File: config.mk
export PLATFORM = sky130hd
export DESIGN_NAME = tmr_dual_cmp
export DESIGN_NICKNAME = d
export VERILOG_FILES = /design/src/rtl/tmr_pkg.sv /design/src/rtl/tmr_prescale.sv /design/src/rtl/tmr_edge_det.sv /design/src/rtl/tmr_cmp_chan.sv /design/src/rtl/tmr_dual_cmp.sv
export SDC_FILE = /design/constraint.sdc
export NUM_CORES = 1
export LEC_CHECK = 0
export ABC_CLOCK_PERIOD_IN_PS = 3600
export BUFFER_PORTS_ARGS = -buffer_cell sky130_fd_sc_hd__buf_4
export CORE_MARGIN = 4
export CORE_UTILIZATION = 40
export CTS_CLUSTER_DIAMETER = 150
export DETAILED_ROUTE_END_ITERATION = 8
export PLACE_DENSITY = 0.59
export SLEW_MARGIN = 20
export SYNTH_ARGS = -nofsm -noshare
export SYNTH_HDL_FRONTEND = slang
export SYNTH_SLANG_ARGS = --single-unit
File: constraint.sdc
create_clock -name clk -period 3.6 [get_ports clk]
set_input_delay 0.36 -clock clk [delete_from_list [all_inputs] [get_ports clk]]
set_output_delay 0.36 -clock clk [all_outputs]
set_load 0.02 [all_outputs]
File: src/rtl/tmr_pkg.sv
package tmr_pkg;

    localparam int CNT_W   = 16;
    localparam int NUM_CH  = 2;
    localparam int NUM_PIN = 2;
    localparam int ADDR_W  = 2;
    localparam int PRE_W   = 2;

    // Count source: three internal rates or external events
    typedef enum logic [1:0] {
        CS_BASE  = 2'd0,
        CS_HALF  = 2'd1,
        CS_QUART = 2'd2,
        CS_EVENT = 2'd3
    } clk_sel_e;

    // Bit 0 enables rising edges, bit 1 enables falling edges
    typedef enum logic [1:0] {
        EM_OFF  = 2'd0,
        EM_RISE = 2'd1,
        EM_FALL = 2'd2,
        EM_ANY  = 2'd3
    } edge_mode_e;

    typedef struct packed {
        edge_mode_e edge_b;   // [7:6] pin 1
        edge_mode_e edge_a;   // [5:4] pin 0
        logic       pin_sel;  // [3]
        clk_sel_e   src;      // [2:1]
        logic       run;      // [0]
    } ctrl_t;

    localparam int CTRL_W = $bits(ctrl_t);
    localparam logic [ADDR_W-1:0] ADDR_CTRL = '0;

    function automatic logic [ADDR_W-1:0] cmp_addr(input int ch);
        return ADDR_W'(ch + 1);
    endfunction

    function automatic logic rate_tick(input clk_sel_e src, input logic [PRE_W-1:0] ph);
        case (src)
            CS_BASE:  return 1'b1;
            CS_HALF:  return ph[0];
            CS_QUART: return &ph[1:0];
            default:  return 1'b0;
        endcase
    endfunction

endpackage

File: src/rtl/tmr_prescale.sv
module tmr_prescale
    import tmr_pkg::*;
#(
    parameter int PW = PRE_W
) (
    input  logic     clk,
    input  logic     rst,
    input  logic     run,
    input  clk_sel_e src,
    output logic     tick_o
);

    logic [PW-1:0] ph_q;

    always_ff @(posedge clk) begin
        if (rst || !run) ph_q <= '0;
        else             ph_q <= ph_q + 1'b1;
    end

    assign tick_o = run && rate_tick(src, ph_q[PRE_W-1:0]);

    // quarter rate never ticks on two adjacent cycles
    p_quarter_gap_r3: assert property (@(posedge clk) disable iff (rst)
        (tick_o && src == CS_QUART) |=> !(tick_o && src == CS_QUART));

endmodule

File: src/rtl/tmr_edge_det.sv
module tmr_edge_det
    import tmr_pkg::*;
(
    input  logic       clk,
    input  logic       rst,
    input  logic       pin,
    input  edge_mode_e mode,
    output logic       pulse_o
);

    // [0],[1] synchronizer stages, [2] previous synchronized value
    logic [2:0] sh_q;

    always_ff @(posedge clk) begin
        if (rst) sh_q <= '0;
        else     sh_q <= {sh_q[1:0], pin};
    end

    logic rise, fall;
    assign rise    = sh_q[1] & ~sh_q[2];
    assign fall    = ~sh_q[1] & sh_q[2];
    assign pulse_o = (rise & mode[0]) | (fall & mode[1]);

    // no-edge mode never yields an event
    p_off_silent_r4: assert property (@(posedge clk) disable iff (rst)
        (mode == EM_OFF) |-> !pulse_o);

endmodule

File: src/rtl/tmr_cmp_chan.sv
module tmr_cmp_chan
    import tmr_pkg::*;
#(
    parameter int W = CNT_W
) (
    input  logic         clk,
    input  logic         rst,
    input  logic         run,
    input  logic         tick,
    input  logic         wr,
    input  logic [W-1:0] wdata,
    input  logic         reload,
    input  logic [W-1:0] cnt_cur,
    input  logic [W-1:0] cnt_nxt,
    output logic [W-1:0] buf_o,
    output logic         irq_o
);

    logic [W-1:0] cmp_q, cmp_d, buf_q, buf_d;

    always_comb begin
        cmp_d = wr ? wdata : cmp_q;
        if (!run)        buf_d = cmp_d;
        else if (reload) buf_d = cmp_q;
        else             buf_d = buf_q;
    end

    always_ff @(posedge clk) begin
        if (rst) begin
            cmp_q <= '0;
            buf_q <= '0;
            irq_o <= 1'b0;
        end else begin
            cmp_q <= cmp_d;
            buf_q <= buf_d;
            irq_o <= run && tick && (cnt_nxt == buf_d);
        end
    end

    assign buf_o = buf_q;

    // a pulse always coincides with counter equal to buffer
    p_irq_match_r7: assert property (@(posedge clk) disable iff (rst)
        irq_o |-> (cnt_cur == buf_q));

    // a running buffer changes only at a channel-0 clear
    p_buf_hold_r9: assert property (@(posedge clk) disable iff (rst)
        ($past(run) && !$past(reload)) |-> $stable(buf_q));

    // a stopped buffer follows its compare register
    p_buf_follow_r8: assert property (@(posedge clk) disable iff (rst)
        !run |=> (buf_q == cmp_q));

endmodule

File: src/rtl/tmr_dual_cmp.sv
module tmr_dual_cmp
    import tmr_pkg::*;
(
    input  logic              clk,
    input  logic              rst,
    input  logic              wr_en,
    input  logic [ADDR_W-1:0] wr_addr,
    input  logic [CNT_W-1:0]  wr_data,
    input  logic [NUM_PIN-1:0] ev_in,
    output logic [CNT_W-1:0]  rd_count,
    output logic [NUM_CH-1:0] irq
);

    localparam logic [CNT_W-1:0] IDLE_VAL = '1;

    ctrl_t ctrl_q;
    logic  run;

    always_ff @(posedge clk) begin
        if (rst)                               ctrl_q <= '0;
        else if (wr_en && wr_addr == ADDR_CTRL) ctrl_q <= ctrl_t'(wr_data[CTRL_W-1:0]);
    end

    assign run = ctrl_q.run;

    // Internal rate
    logic tick_int;
    tmr_prescale #(.PW(PRE_W)) u_pre (
        .clk(clk), .rst(rst), .run(run), .src(ctrl_q.src), .tick_o(tick_int)
    );

    // External event detectors
    logic [NUM_PIN-1:0] ev_pulse;
    for (genvar p = 0; p < NUM_PIN; p++) begin : g_pin
        edge_mode_e pm;
        assign pm = (p == 0) ? ctrl_q.edge_a : ctrl_q.edge_b;
        tmr_edge_det u_edge (
            .clk(clk), .rst(rst), .pin(ev_in[p]), .mode(pm), .pulse_o(ev_pulse[p])
        );
    end

    logic tick;
    assign tick = run && ((ctrl_q.src == CS_EVENT) ? ev_pulse[ctrl_q.pin_sel] : tick_int);

    // Counter
    logic [CNT_W-1:0] cnt_q, cnt_d;
    logic [CNT_W-1:0] buf_v [NUM_CH];
    logic             period_end;

    assign period_end = run && tick && (cnt_q == buf_v[0]);

    always_comb begin
        if (!run)            cnt_d = IDLE_VAL;
        else if (period_end) cnt_d = '0;
        else if (tick)       cnt_d = cnt_q + 1'b1;
        else                 cnt_d = cnt_q;
    end

    always_ff @(posedge clk) begin
        if (rst) cnt_q <= IDLE_VAL;
        else     cnt_q <= cnt_d;
    end

    // Compare channels
    for (genvar c = 0; c < NUM_CH; c++) begin : g_ch
        tmr_cmp_chan #(.W(CNT_W)) u_ch (
            .clk(clk), .rst(rst), .run(run), .tick(tick),
            .wr(wr_en && wr_addr == cmp_addr(c)), .wdata(wr_data),
            .reload(period_end), .cnt_cur(cnt_q), .cnt_nxt(cnt_d),
            .buf_o(buf_v[c]), .irq_o(irq[c])
        );

        // a pulse only follows a tick
        p_irq_tick_r7: assert property (@(posedge clk) disable iff (rst)
            irq[c] |-> $past(tick));
    end

    assign rd_count = run ? cnt_q : '0;

    // counter rests at all-ones while stopped
    p_idle_ones_r2: assert property (@(posedge clk) disable iff (rst)
        (!run && $past(!run)) |-> (cnt_q == IDLE_VAL));

    // channel-0 match clears on the following tick
    p_period_clear_r6: assert property (@(posedge clk) disable iff (rst)
        ($past(run) && $past(tick) && $past(cnt_q == buf_v[0])) |-> (cnt_q == '0));

endmodule

==> metrics <==
status=finished clean; fillers=1301; reg2reg path depth=10; insertion delay to the later sink of the worst-skew pair=0.36 ns; Overall Global Routing Usage=24.9%; Mapped Nets=677; die area=0.0153 sq mm; Critical path origin=cnt_q[6]; crit path cell chain=xor2_1 > or4_4 > nor4_4 > buf_4 > and2_1 > buf_4 > nand2_1 > a211oi_2 > o211ai_1 > nor4_1; Placed Instances=834; initial core utilization=41.5%; pre-CTS worst setup slack=0.573 ns; dpl hpwl=13.4 mm; Cells after Synth=652; nets=698; TritonCTS Buffers=9; Top FF cell, synth=dfxtp_1; # setup viols final=0; Yosys reg bits=98; detailed-router iteration count before antenna repair=5; RSZ-0062 raised after global routing=no; routed len/inst=21.4 um; post-route insts no fill=850; Crit path top cell by count=buf_4; static leakage=0.00241 uW; die span in y=124 um; worst setup path endpoint=g_ch[1].u_ch.irq_o; H-tree level count=3; pin count of the biggest net entering global routing=81; CTS tree=done; final hold violations=0; crit path max fanout=25; post-detailed-route via-to-cell ratio=5.83; Syn Area/Cell=8.20 sq um; cts hold-fix bufs=0; GP Congestion=0.954; Max-Cap Viols=0; remaining global-route overflow=0; post-route setup slack=0.524 ns; maximum vdd drop=0.316 mV; CP required=3.86 ns; # DRC=0; # IOs=41; final setup TNS=0 ns; Routed Antenna Nets=0; Resized Gates After CTS=0; Clock Pin Slew Worst Setup and Hold Paths=0.07 ns; reg2reg setup slack=0.52 ns; adder-cell share of the synthesized area=0.468%; initial antenna violation count=0; fin crit period=3.08 ns; post-synth cell types=67; reg2reg start=cnt_q[6]; Power, Total=2330 uW; first-iteration detailed-routing DRC count=581; Ys Warns=0; Post-synth ARST share=0%; multiplexer share of the synthesized area=8.63%; worst-margin pin slew=0.803 ns; share of post-route cells with drive strength above 1=15.5%; first-pass GRT wire length=28.4 mm; element type at the critical path end=flip-flop; post-CTS setup buffer count=0; Crit path largest cell delay=0.54 ns; Post-Synth XOR/XNOR Area=4.91%; final WL=18.2 mm; die width=124 um; crit path kind=flip-flop to flip-flop; Compound-Gate Fraction of Synth Area=16.9%; Placeable Area=0.0129 sq mm; PwrDens=384 mW/mm^2; final critical-path share of the clock period=85.4%; Root Buffer=clkbuf_16; Startpoint Class=flip-flop; Slew HR=46.5%; clk buf depth=2; Final Max Tran Viols=0; PortBufs=40; Antenna Cells=0; EDFF count, synth=0; Post-Syn Area=0.00535 sq mm; Site Rows=41; clock sinks=98; Worst Hold Class=primary input to flip-flop; Max Clk Rate=325 MHz; WP depth=10; Buf/Inv on CP=2; largest family of logic cells by synthesized area=simple AND/OR/NAND/NOR gates; RR Endpoint=g_ch[1].u_ch.irq_o; Syn-to-layout area delta=13.3%; via count=4955; Critical Path AT=3.33 ns; slowest stage cell, crit path=or4_4; cell family with most CP delay=simple AND/OR/NAND/NOR gates; simple-gate share of the synthesized area=27.6%; Seq/Total Area, Yosys=36.7%; vias in the first global route=4816; Final Skew=0.00760 ns
final cells by class:
| cell class | instances | area (sq um) | area share [%] |
|---|---|---|---|
| Clock buffer | 12 | 236 | 3.90 |
| Clock inverter | 4 | 27.5 | 0.454 |
| Inverter | 10 | 37.5 | 0.620 |
| Multi-Input combinational cell | 494 | 3130 | 51.6 |
| Sequential cell | 98 | 1960 | 32.4 |
| Tap cell | 172 | 215 | 3.55 |
| Timing Repair Buffer | 60 | 450 | 7.43 |
flip-flops by register name, indices dropped and copies added, names as in the netlist:
name               cells
g_pin.pm               4
g_ch.u_ch.irq_o        2
u_pre.ph_q             2
g_ch.u_ch.cmp_q       32
run                    1
ctrl_q                 3
cnt_q                 16
g_pin.u_edge.sh_q      6
g_ch.u_ch.buf_o       32
stage by stage:
step	hold slack (ns)	utilization, %	instance area (sq um)
floorplan	0.414	-	5350
global placement	0.428	45.0	5790
detailed placement	0.442	45.0	5790
CTS	0.211	47.1	6060
global route	0.223	47.1	6060
finish	0.217	47.1	6060
cell usage after synthesis (all sizes together) (17+ instances only):
library cell,count,area (sq um)
dfxtp,98,1960
nand2,86,325
nor2,76,288
clkbuf,29,109
mux2i,27,270
a21oi,25,129
nor2b,25,156
and2,22,138
xnor2,22,193
buf,21,113
o21ai,21,105
a311oi,20,175
mux2,17,191
logic make-up after synthesis:
| group | after synthesis |
|---|---|
| muxes | 44 |
| DFF | 98 |
| xor gates and xnor gates | 30 |
| adders and majority gates | 2 |
| and+or+nand+nor | 292 |
| AOI/OAI and AO/OA | 126 |
| buffers and inverters | 60 |
cells in the final DEF (no fill, tap or decap), types with 4 or more instances in the layout:
cell,n
a211oi_1,12
a21oi_1,24
a311oi_1,20
a31oi_1,4
and2_1,22
and3_1,13
and4_1,4
buf_4,60
clkbuf_16,9
dfxtp_1,97
inv_1,10
mux2_2,17
mux2i_1,27
nand2_1,85
nand2b_1,8
nand3_1,8
nand3b_1,8
nand4_1,7
nor2_1,75
nor2b_1,25
nor3_1,7
nor3b_1,4
nor4_1,11
o211ai_1,4
o21ai_0,19
o22ai_1,6
xnor2_1,22
xor2_1,8
layer usage:
layer | GRT usage [%] | wire, um | vias up
li1 | - | - | 2354
met1 | 34.8 | 8190 | 2392
met2 | 37.9 | 8210 | 181
met3 | 4.77 | 1370 | 28
met4 | 9.41 | 431 | 0
met5 | 0 | 0 | -
worst min path at each step:
stage	end	from	depth (start not counted)	slack, ns
floorplan	g_pin[0].u_edge.sh_q[1]	g_pin[0].u_edge.sh_q[0]	1	0.41
global placement	g_pin[0].u_edge.sh_q[1]	g_pin[0].u_edge.sh_q[0]	1	0.43
detailed placement	g_pin[0].u_edge.sh_q[1]	g_pin[0].u_edge.sh_q[0]	1	0.44
CTS	g_pin[0].u_edge.sh_q[0]	ev_in[0]	2	0.21
global route	g_pin[0].u_edge.sh_q[0]	ev_in[0]	2	0.22
finish	g_pin[0].u_edge.sh_q[0]	ev_in[0]	2	0.22
report_power, final:
part	internal (uW)	switching (uW)	leakage [uW]
Sequential	1120	42.7	0.000798
Combinational	108	142	0.00148
Clock	472	442	0.000131
Note: power is estimated with default switching activity, not from simulation.
